$ cat src/rtl/rmg_pkg.sv
// Package: melody frequency table and divider count arithmetic.
// Assumes the reference clock is far faster than the highest tone.
package rmg_pkg;

    localparam int unsigned NUM_TONES = 8;

    // Frequency in Hz of each tone index.
    function automatic int unsigned tone_hz(input int unsigned idx);
        case (idx)
            0:       tone_hz = 822;
            1:       tone_hz = 744;
            2:       tone_hz = 1005;
            3:       tone_hz = 909;
            4:       tone_hz = 1187;
            5:       tone_hz = 1074;
            6:       tone_hz = 1451;
            default: tone_hz = 1312;
        endcase
    endfunction

    // Rounded half-period length in reference cycles.
    function automatic int unsigned half_count(input int unsigned ref_hz,
                                               input int unsigned idx);
        int unsigned f;
        f = tone_hz(idx);
        half_count = (ref_hz + f) / (2 * f);
    endfunction

endpackage

$ cat src/rtl/rmg_divider.sv
// Square-wave divider: counts one half period, then flips the phase.
// Assumes half_len >= 2. A restart forces the high phase and clears the count.
// period_end marks the edge that completes the low half.
module rmg_divider #(
    parameter int CW = 11
) (
    input  logic          clk,
    input  logic          rst_n,
    input  logic          restart,
    input  logic          run,
    input  logic [CW-1:0] half_len,
    output logic          phase,
    output logic          period_end
);
    logic [CW-1:0] cnt;
    logic          half_done;

    // Last cycle of the current half period.
    assign half_done  = (cnt == half_len - CW'(1));
    assign period_end = run && !phase && half_done;

    // Half-period counter and phase toggle.
    always_ff @(posedge clk) begin
        if (!rst_n) begin
            cnt   <= '0;
            phase <= 1'b0;
        end else if (restart) begin
            cnt   <= '0;
            phase <= 1'b1;
        end else if (run) begin
            if (half_done) begin
                cnt   <= '0;
                phase <= ~phase;
            end else begin
                cnt <= cnt + CW'(1);
            end
        end
    end
endmodule

$ cat src/rtl/rmg_ctrl.sv
// Ring sequencer: accepts a start only when idle, latches the tone in use,
// and defers a stop request to the next period end.
module rmg_ctrl #(
    parameter int IW = 3
) (
    input  logic          clk,
    input  logic          rst_n,
    input  logic          ring_start,
    input  logic          ring_stop,
    input  logic [IW-1:0] stored_idx,
    input  logic          period_end,
    output logic          restart,
    output logic          active,
    output logic [IW-1:0] run_idx
);
    logic stop_pend;
    logic stop_now;

    assign restart  = !active && ring_start;
    assign stop_now = ring_stop || stop_pend;

    // Running flag: set by an accepted start, cleared at a period end under stop.
    always_ff @(posedge clk) begin
        if (!rst_n)
            active <= 1'b0;
        else if (restart)
            active <= 1'b1;
        else if (active && period_end && stop_now)
            active <= 1'b0;
    end

    // Pending stop: remembered only while ringing.
    always_ff @(posedge clk) begin
        if (!rst_n || !active)
            stop_pend <= 1'b0;
        else if (period_end && stop_now)
            stop_pend <= 1'b0;
        else if (ring_stop)
            stop_pend <= 1'b1;
    end

    // Tone in use, captured on an accepted start.
    always_ff @(posedge clk) begin
        if (!rst_n)
            run_idx <= '0;
        else if (restart)
            run_idx <= stored_idx;
    end
endmodule

$ cat src/rtl/ring_melody_gen.sv
// Ring melody generator top: stores the tone index and the volume code,
// runs the divider for the selected tone, and muxes the external melody
// onto the buzzer while idle and ring_det is high.
// Assumes all strobes are synchronous to clk.
module ring_melody_gen #(
    parameter int unsigned REF_HZ = 1790000
) (
    input  logic       clk,
    input  logic       rst_n,
    input  logic [2:0] tone_sel,
    input  logic       tone_load,
    input  logic       ring_start,
    input  logic       ring_stop,
    input  logic [1:0] level_in,
    input  logic       level_load,
    input  logic       mel_in,
    input  logic       ring_det,
    output logic       buzz,
    output logic [1:0] level_out,
    output logic       active
);
    import rmg_pkg::*;

    localparam int IW = $clog2(NUM_TONES);
    localparam int CW = $clog2(REF_HZ / 1000 + 2);

    logic [IW-1:0] stored_idx;
    logic [IW-1:0] run_idx;
    logic [CW-1:0] half_tab [NUM_TONES];
    logic          restart;
    logic          phase;
    logic          period_end;

    // Half-period count for each tone, fixed at elaboration.
    for (genvar g = 0; g < NUM_TONES; g++) begin : g_tab
        localparam int unsigned HC = half_count(REF_HZ, g);
        assign half_tab[g] = CW'(HC);
    end

    // Stored tone index for the next start.
    always_ff @(posedge clk) begin
        if (!rst_n)
            stored_idx <= '0;
        else if (tone_load)
            stored_idx <= tone_sel;
    end

    // Held volume code.
    always_ff @(posedge clk) begin
        if (!rst_n)
            level_out <= 2'b00;
        else if (level_load)
            level_out <= level_in;
    end

    rmg_ctrl #(.IW(IW)) u_ctrl (
        .clk        (clk),
        .rst_n      (rst_n),
        .ring_start (ring_start),
        .ring_stop  (ring_stop),
        .stored_idx (stored_idx),
        .period_end (period_end),
        .restart    (restart),
        .active     (active),
        .run_idx    (run_idx)
    );

    rmg_divider #(.CW(CW)) u_div (
        .clk        (clk),
        .rst_n      (rst_n),
        .restart    (restart),
        .run        (active),
        .half_len   (half_tab[run_idx]),
        .phase      (phase),
        .period_end (period_end)
    );

    // Buzzer source: the internal tone has precedence, else the external melody.
    always_comb begin
        if (active)
            buzz = phase;
        else
            buzz = ring_det && mel_in;
    end
endmodule

$ cat config.mk
export PLATFORM = sky130hd
export DESIGN_NAME = ring_melody_gen
export DESIGN_NICKNAME = d
export VERILOG_FILES = /design/src/rtl/rmg_pkg.sv /design/src/rtl/rmg_divider.sv /design/src/rtl/rmg_ctrl.sv /design/src/rtl/ring_melody_gen.sv
export SDC_FILE = /design/constraint.sdc
export NUM_CORES = 1
export LEC_CHECK = 0
export CORE_MARGIN = 2
export CORE_UTILIZATION = 45
export CTS_BUF_LIST = sky130_fd_sc_hd__clkbuf_4 sky130_fd_sc_hd__clkbuf_8 sky130_fd_sc_hd__clkbuf_16
export CTS_CLUSTER_SIZE = 28
export DETAILED_ROUTE_END_ITERATION = 10
export PLACE_DENSITY = 0.76
export SLEW_MARGIN = 40
export SYNTH_ARGS = -nofsm -noshare
export SYNTH_HDL_FRONTEND = slang
export SYNTH_HIERARCHICAL = 1
export SYNTH_SLANG_ARGS = --single-unit
export TNS_END_PERCENT = 10
$ cat constraint.sdc
create_clock -name clk -period 4.47 [get_ports clk]
set_input_delay 0.6705 -clock clk [delete_from_list [all_inputs] [get_ports clk]]
set_output_delay 0.6705 -clock clk [all_outputs]
set_load 0.01 [all_outputs]
# Yosys cells after proc, flatten, opt, wreduce, memory -nomap -nowiden

Memory sizes are Yosys's and may differ from the RTL's.
Cells that the tools add are included.

Memories: 1
Logic and storage cells: 42
Flip-flop bits (word level): 22
Memory bits (read-only): 88
Output and inout bits: 4
Bits of input ports: 13

Add/sub/neg operators: 2
Mux-type cells: 9
Equality and inequality tests: 1
Bitwise operators: 3
Magnitude comparators: 1
Reductions and logical operators: 18

Memory list:

| name             | words | bits a word | read ports | clocked after Yosys merged registers in | write ports | line                  | RTL |
|---|---|---|---|---|---|---|---|
| (name not given) | 8     | 11          | 1          | 0                                       | 0           | ring_melody_gen.sv:73 | `.half_len (half_tab[run_idx]),` |

Operator list:

| cell                                                                  | number |
|---|---|
| 11-bit two-way mux                                                    | 3 |
| 11-bit by 1-bit adder with 11-bit output (second input constant)      | 1 |
| 11-bit equality test                                                  | 1 |
| 11-bit by 1-bit subtractor with 11-bit output (second input constant) | 1 |
| 1-bit logical AND                                                     | 7 |
| 1-bit two-way mux                                                     | 6 |
| 2-bit nonzero test                                                    | 3 |
| 4-bit >= comparator (second input constant)                           | 1 |
| 3-bit NOT with 4-bit output                                           | 1 |
| 2-bit OR reduction                                                    | 2 |
| 1-bit zero test                                                       | 3 |
| 1-bit logical OR                                                      | 2 |
| 1-bit NOT                                                             | 2 |
| 2-bit AND reduction                                                   | 1 |

# Logic depth before layout (Yosys ltp)

Gate-level depths: netlist of run 1.

Word-level depth: 11
Depth in mapped cells: 12

# Modules after synthesis

Netlist of run 1, hierarchy kept.

By module, submodules not included:

| module          | cells an instance | area each (µm²) | sequential area each (µm²) | instances |
|---|---|---|---|---|
| rmg_divider     | 145               | 1,099.8         | 240.2                      | 1 |
| ring_melody_gen | 39                | 347.8           | 100.1                      | 1 |
| rmg_ctrl        | 20                | 200.2           | 100.1                      | 1 |

# Worst setup path before layout of run 1

No wires, ideal clock.

Kind: reg2reg
Start point: register u_ctrl.run_idx[1]
End point: register u_ctrl.stop_pend
Slack: 1,079 ps
Cell stages (with the launch flop): 13
Data required time: 4,353 ps
Setup time: 117 ps
Path buffers: 0
Arrival: 3,274 ps
Cells stage by stage: dfxtp_1 > inv_1 > ha_1 > nand2b_1 > inv_1 > ha_1 > or4b_4 > o41a_1 > a222oi_1 > nand2_1 > or3_1 > nor3_2 > and4b_1

Cells in the longest elaborated chain, start to end: 9

Ends and longest elaborated chain:

| element                                                | line                  | RTL |
|---|---|---|
| start: declaration                                     | rmg_ctrl.sv:14        | `output logic [IW-1:0] run_idx` |
| start signal: assignment                               | rmg_ctrl.sv:47        | `run_idx <= stored_idx;` |
| 3-bit NOT with 4-bit output (implied by the code)      | ring_melody_gen.sv:73 |  |
| memory 8 x 11 bit                                      | --                    |  |
| 11-bit two-way mux (implied by the code) (2 in series) | ring_melody_gen.sv:73 |  |
| 11-bit by 1-bit subtractor with 11-bit output          | rmg_divider.sv:19     | `assign half_done = (cnt == half_len - CW'(1));` |
| 11-bit equality test                                   | rmg_divider.sv:19     |  |
| 1-bit logical AND                                      | rmg_divider.sv:20     | `assign period_end = run && !phase && half_done;` |
| net period_end                                         | ring_melody_gen.sv:32 | `logic period_end;` |
| 1-bit logical AND                                      | rmg_ctrl.sv:36        | `else if (period_end && stop_now)` |
| 2-bit OR reduction (no source line)                    | --                    |  |
| end signal: assignment                                 | rmg_ctrl.sv:35        | `stop_pend <= 1'b0;` |
| end signal: assignment                                 | rmg_ctrl.sv:37        | `stop_pend <= 1'b0;` |
| end signal: assignment                                 | rmg_ctrl.sv:39        | `stop_pend <= 1'b1;` |
| end: declaration                                       | rmg_ctrl.sv:16        | `logic stop_pend;` |

The timed path passes the listed nets, and every way through them passes these cells. The select of a mux whose other input is x is not followed.
A chain may end at the register's enable or synchronous reset.

# Worst setup path after layout of run 1

Ends and elaborated chain as after synthesis.

==> results of run 1 <==
area by class of cell:
type,instances,area share [%]
multi-input combinational,170,60.4
sequential,22,23.0
timing repair buffer,17,8.75
tap,46,3.00
inverter,11,2.16
clock inverter,1,1.57
clock buffer,3,1.18
where the power goes:
group          total [mW]  internal, mW  switching, mW
Clock               0.151        0.0906         0.0600
Sequential          0.210         0.202        0.00828
Combinational      0.0926        0.0416         0.0510
Total               0.453         0.334          0.119
routing by layer:
metal | GRT usage [%] | up-vias
met5 | 0 | -
met4 | 5.59 | 0
met3 | 1.91 | 2
met2 | 30.3 | 38
met1 | 25.7 | 720
li1 | - | 768
path summary, 6_finish.rpt:
| path | cells after the start | slack, ns | startpoint | end |
|---|---|---|---|---|
| setup / recovery | 12 | 0.68 | u_ctrl/run_idx[1]$_SDFFE_PN0P_ | u_ctrl/stop_pend$_SDFFE_PP0P_ |
| hold / removal | 2 | 0.47 | stored_idx[1]$_SDFFE_PN0P_ | u_ctrl/run_idx[1]$_SDFFE_PN0P_ |
| setup reg to reg | 12 | 0.68 | u_ctrl/run_idx[1]$_SDFFE_PN0P_ | u_ctrl/stop_pend$_SDFFE_PP0P_ |
| hold reg to reg | 2 | 0.47 | stored_idx[1]$_SDFFE_PN0P_ | u_ctrl/run_idx[1]$_SDFFE_PN0P_ |
cell usage in the layout, fill, tap and decap left out, drive strengths merged, types with 2 or more instances in the layout:
cell / n
dfxtp: 22
nand2: 20
nor2: 16
clkdlybuf4s50: 16
xnor2: 13
mux2i: 12
inv: 10
o21ai: 9
nor2b: 9
ha: 7
conb: 7
a21oi: 7
nand3: 6
and3: 6
nor3: 6
xor2: 5
nand2b: 4
o31ai: 4
nor4: 4
clkbuf: 3
a31oi: 3
o211ai: 3
o2111ai: 2
o21a: 2
o41ai: 2
o22ai: 2
or2: 2
or3: 2
nand4: 2
synthesized netlist by cell type, drive strengths merged, types with 2 or more instances:
library cell and instances:
inv 10, o21a 2, o21ai 9, nand3 6
nor2b 9, buf 3, dfxtp 22, o2111ai 2
ha 7, nor4 4, o41ai 2, or2 2
nand4 2, nand2 20, a31oi 3, nor2 16
o22ai 2, and3 6, nand2b 4, o31ai 4
clkbuf 4, mux2i 12, nor3 6, xor2 5
or3 2, xnor2 13, o211ai 3, a21oi 7
worst min-delay path, delay by kind of cell, from the launching register on:
family / cells / cell delay (ns)
DFF: 1 / 0.33
and+or+nand+nor: 1 / 0.05
muxes: 1 / 0.06
flip-flops by register name (all words and copies together), names as in the netlist:
signal and count:
level_out 2, stored_idx 3, u_ctrl/active 1, u_ctrl/run_idx 3, u_ctrl/stop_pend 1, u_div/cnt 11
u_div/phase 1
logic make-up after synthesis:
group                      after synthesis  synth area share [%]
and+or+nand+nor                         85                  28.5
AOI/OAI and AO/OA                       41                  17.3
adders and majority gates                7                  5.31
muxes                                   12                  7.29
xor gates and xnor gates                18                  9.57
buffers and inverters                   18                  5.09
DFF                                     22                  26.7
other                                    1                 0.228
==> impl_metrics.py, run 1 <==
metrics = {
    "cts": {
        "clkTransAtPathRegs_ns": 0.13,
        "cts_tree": "yes",
        "post_cts_buffers": 0,
        "cts_root_buf": "clkbuf_4",
        "clkLatencyLatePin_ns": 0.30,
        "clk_path_buf_depth": 2,
        "post_cts_resized": 0,
        "numClockSinks": 22,
        "cts-htree-levels": 1,
        "postCtsHoldBufs": 0,
        "cts_buffers": 3,
    },
    "detailed_routing": {
        "drtPass1Iterations": 4,
        "vias": 1528,
        "drtAntennaViolNets": 0,
        "wl_met3_um": 180,
        "wl_met2_mm": 1.73,
        "routed_wl_mm": 3.59,
        "wl_per_cell_um": 13.3,
        "drcViolationCount": 0,
        "drtIter0Drc": 131,
        "dr.max_layer_used": "met4",
        "wl_met1_mm": 1.67,
        "avgViaCountPerCell": 5.66,
    },
    "worst_setup_path": {
        "crit_slowest_cell": "dfxtp_1",
        "path_class": "reg2reg",
        "crit_path_end_kind": "register",
        "crit_arrival_ns": 4.01,
        "crit_chain": "inv_1 > ha_1 > nand2b_1 > inv_1 > ha_1 > or4b_4 > o41a_1 > a222oi_1 > nand2_1 > or3_1 > nor3_2 > and4b_1",
        "setup.worst_path.start_class": "register",
        "path_delay_family": "simple AND/OR/NAND/NOR gates",
        "critical_path_peak_fanout": 10,
        "slowest_delay_ns": 0.55,
        "critPathBufInv": 2,
        "cp_data_required_time_ns": 4.69,
    },
    "global_routing": {
        "grt_max_degree": 17,
        "grt_first_pass_wirelength_mm": 6.22,
        "track_usage_pct": 18.5,
        "grt_overflow_total": 0,
        "antenna_found_initial": 0,
        "grt_pass1_vias": 1373,
    },
    "power": {
        "p_per_area_nw_per_um2": 237,
        "peakVddDrop_v": 0.000119,
        "leakage_nw": 0.725,
        "p_total_mw": 0.453,
    },
    "logic_synthesis": {
        "ys_seq_elements": 22,
        "syn_inst": 204,
        "syn_avg_cell_area_um2": 8.08,
        "synth-edff-count": 0,
        "synth_ff_type": "dfxtp_1",
        "yosys_warnings": 6,
        "synth.area.top_cells": "dfxtp_1 (27%), mux2i_1 (7.3%), xnor2_1 (6.9%), ha_1 (5.3%), nand2_1 (4.6%)",
        "yosysTopAreaCell": "dfxtp_1",
        "synth_cell_type_count": 52,
        "synth-async-reset-ratio_pct": 0,
        "netlist.area_leader.share_pct": 26.7,
        "netlist_area_um2": 1650,
        "seq_area_frac_synth_pct": 26.7,
    },
    "sta": {
        "setup_viol": 0,
        "min_period_ns": 3.79,
        "slew_headroom_pct": 39.4,
        "post-route-period-util_pct": 84.8,
        "skew_ns": 0.00763,
        "max_freq_mhz": 264,
        "rsz0062_at_grt": "no",
        "drv_slew": 0,
        "tightest_slew_ns": 0.903,
        "fin_ws_ns": 0.679,
        "hold_viol": 0,
        "tns_ns": 0,
        "whs_ns": 0.471,
    },
    "die": {
        "fp-row-count": 21,
        "coreArea_um2": 3420,
        "start_util_pct": 48.2,
        "die_height_um": 64.5,
        "fp.dieArea_um2": 4160,
        "die_x_um": 64.5,
        "ios": 17,
    },
    "final_layout": {
        "final_area_um2": 1920,
        "antennaDiodeCount": 0,
        "num-fill-cells": 320,
        "drive_above_1_share_pct": 7.14,
        "ff_latch_area_um2": 440,
        "fin_cells": 270,
        "utilization_pct": 56.1,
        "multiInputGateArea_um2": 1160,
        "area_growth_pct": 16.2,
        "num-nets-final": 245,
    },
    "placed_design": {
        "port_buffers": 16,
        "place_congestion": 0.953,
        "dp.final_hpwl_mm": 2.73,
        "dp_worst_setup_slack_ns": 0.783,
        "postPlaceCellArea_um2": 1850,
        "dp_cells": 266,
    },
    "run": {
        "cap_violations": 0,
    },
    "outcome": {
        "status": "finished clean",
    },
    "hold_path": {
        "hold_path_class": "reg2reg",
    },
}
(Power assumes the default switching activity.)
==> run 2: changes to the inputs <==
PLACE_DENSITY = 0.78   (was 0.76)
clock period = 3.3 ns   (was 4.47 ns; I/O delays follow)
==> run 2 against run 1 <==
Compared with the run above: final area up 7.4%; highest routed layer unchanged; critical endpoint unchanged; core utilization up 4.2 points; clock skew down 0.0020 ns.
==> impl_metrics.py, run 2 (synthesis gave the netlist of run 1 again) <==
metrics = {
    "power": {
        "leakage_nw": 0.801,
        "peakVddDrop_v": 0.000198,
        "switchingPower_mw": 0.167,
        "p_sw_share_pct": 28.9,
        "power_frac_comb_pct": 24.9,
        "p_total_mw": 0.579,
        "seq_power_share_pct": 49.1,
        "internal_power_mw": 0.411,
        "p_per_area_nw_per_um2": 281,
        "pwr-share-clk_pct": 26.0,
    },
    "outcome": {
        "status": "finished clean",
    },
    "die": {
        "die_x_um": 64.5,
        "fp-row-count": 21,
        "ios": 17,
        "start_util_pct": 48.2,
        "fp.dieArea_um2": 4160,
        "coreArea_um2": 3420,
        "die_height_um": 64.5,
    },
    "cts": {
        "cts_root_buf": "clkbuf_4",
        "clkTransAtPathRegs_ns": 0.12,
        "numClockSinks": 22,
        "clkLatencyLatePin_ns": 0.31,
        "cts-htree-levels": 1,
        "cts_tree": "yes",
        "clk_path_buf_depth": 2,
        "cts_buffers": 3,
    },
    "final_layout": {
        "final_cell_mix": "nand2_1 (20), dfxtp_1 (19), nor2_1 (16), clkdlybuf4s50_1 (16), buf_4 (16)",
        "reg_top3": "u_div/cnt x11, stored_idx x3, u_ctrl/run_idx x3",
        "largest-register": "u_div/cnt",
        "multiInputGateArea_um2": 1200,
        "area_growth_pct": 24.9,
        "num-fill-cells": 306,
        "drive_above_1_share_pct": 17.2,
        "final_common_cell": "nand2_1",
        "num-nets-final": 260,
        "fin_cells": 285,
        "ff_latch_area_um2": 444,
        "largest_reg_flops": 11,
        "antennaDiodeCount": 0,
    },
    "sta": {
        "tns_ns": 0,
        "tightest_slew_ns": 0.552,
        "max_freq_mhz": 306,
        "post-route-period-util_pct": 99.2,
        "drv_slew": 0,
        "rsz0062_at_grt": "yes",
        "skew_ns": 0.00560,
        "hold_viol": 0,
        "whs_ns": 0.464,
        "min_period_ns": 3.27,
        "setup_viol": 0,
        "fin_ws_ns": 0.0276,
        "slew_headroom_pct": 63.2,
    },
    "detailed_routing": {
        "wl_per_cell_um": 12.9,
        "drcViolationCount": 0,
        "routed_wl_mm": 3.66,
        "vias": 1514,
        "drtAntennaViolNets": 0,
        "drtIter0Drc": 105,
        "drtPass1Iterations": 4,
        "avgViaCountPerCell": 5.31,
    },
    "global_routing": {
        "grt_pass1_vias": 1348,
        "antenna_found_initial": 0,
        "grt_max_degree": 17,
        "grt_first_pass_wirelength_mm": 6.07,
        "track_usage_pct": 18.4,
        "grt_overflow_total": 0,
    },
    "hold_path": {
        "hold_end": "u_ctrl/run_idx[2]$_SDFFE_PN0P_",
        "hold_path_startpoint": "stored_idx[2]$_SDFFE_PN0P_",
        "holdPathStages": 2,
        "hold_path_class": "reg2reg",
    },
    "worst_setup_path": {
        "path_class": "reg2reg",
        "crit_path_end_kind": "register",
        "r2r_cells": 12,
        "rrSetupSlack_ns": 0.03,
        "timing.rr.end": "u_ctrl/stop_pend$_SDFFE_PP0P_",
        "critical_path_peak_fanout": 3,
        "crit_arrival_ns": 3.49,
        "setup.worst_path.start_class": "register",
        "cp_data_required_time_ns": 3.52,
        "reg2reg_from": "u_ctrl/run_idx[1]$_SDFFE_PN0P_",
    },
    "placed_design": {
        "dp_worst_setup_slack_ns": 0.0237,
        "dp_cells": 279,
        "place_congestion": 0.937,
        "port_buffers": 16,
        "dp.final_hpwl_mm": 2.78,
    },
    "run": {
        "cap_violations": 0,
    },
}
==> run 2: what timing repair did <==
action,CTS,global route
setup endpoints to repair,0,7
gates resized for setup,0,12
buffers inserted,0,2
hold buffers,0,0
==> run 2: layout make-up <==
type | instances | share of cell area, %
Multi-Input combinational cell | 170 | 58.2
Sequential cell | 22 | 21.6
Timing Repair Buffer | 32 | 13.6
Tap cell | 46 | 2.80
Inverter | 11 | 2.01
Clock buffer | 4 | 1.76
==> run 2: through the flow <==
stage                     instance area (um^2)  utilization (%)
after floorplan                           1670                -
after global placement                    1950             57.1
after detailed placement                  1950             57.1
after CTS                                 1990             58.2
after global routing                      2060             60.3
final                                     2060             60.3
==> run 2: worst max-delay path by stage <==
stage	slack [ns]	depth (start not counted)	startpoint	to
after global routing	-0.09	12	u_ctrl/run_idx[0]$_SDFFE_PN0P_	u_ctrl/stop_pend$_SDFFE_PP0P_
after floorplan	0.02	12	u_ctrl/run_idx[1]$_SDFFE_PN0P_	u_ctrl/stop_pend$_SDFFE_PP0P_
after global placement	0.12	12	u_ctrl/run_idx[0]$_SDFFE_PN0P_	u_ctrl/stop_pend$_SDFFE_PP0P_
after detailed placement	0.02	12	u_ctrl/run_idx[0]$_SDFFE_PN0P_	u_ctrl/stop_pend$_SDFFE_PP0P_
final	0.03	12	u_ctrl/run_idx[1]$_SDFFE_PN0P_	u_ctrl/stop_pend$_SDFFE_PP0P_
after CTS	0.01	12	u_ctrl/run_idx[0]$_SDFFE_PN0P_	u_ctrl/stop_pend$_SDFFE_PP0P_
==> run 2: critical path, stage by stage, from the launching register on <==
cell,delay (ns)
dfxtp_2,0.35
inv_2,0.05
ha_4,0.25
xor2_2,0.18
inv_1,0.07
ha_2,0.17
or4b_4,0.47
o41a_1,0.32
a222oi_1,0.40
nand2_1,0.14
or3_4,0.42
nor3_4,0.17
and4b_1,0.20
==> run 2: per-layer routing <==
metal | GRT usage, % | vias up | part of all wire (%)
met5 | 0 | - | 0
met3 | 2.43 | 7 | 3.8
met1 | 24.7 | 682 | 51
met4 | 7.98 | 0 | 1.9
li1 | - | 792 | -
met2 | 29.8 | 33 | 44
==> run 2: power by group through the flow <==
stage                     combinational, mW  clock (mW)  sequential [mW]
after floorplan                      0.0854           0            0.287
after global placement                0.133           0            0.289
after detailed placement              0.134           0            0.289
after CTS                             0.135       0.158            0.283
after global routing                  0.157       0.164            0.286
final                                 0.144       0.151            0.284
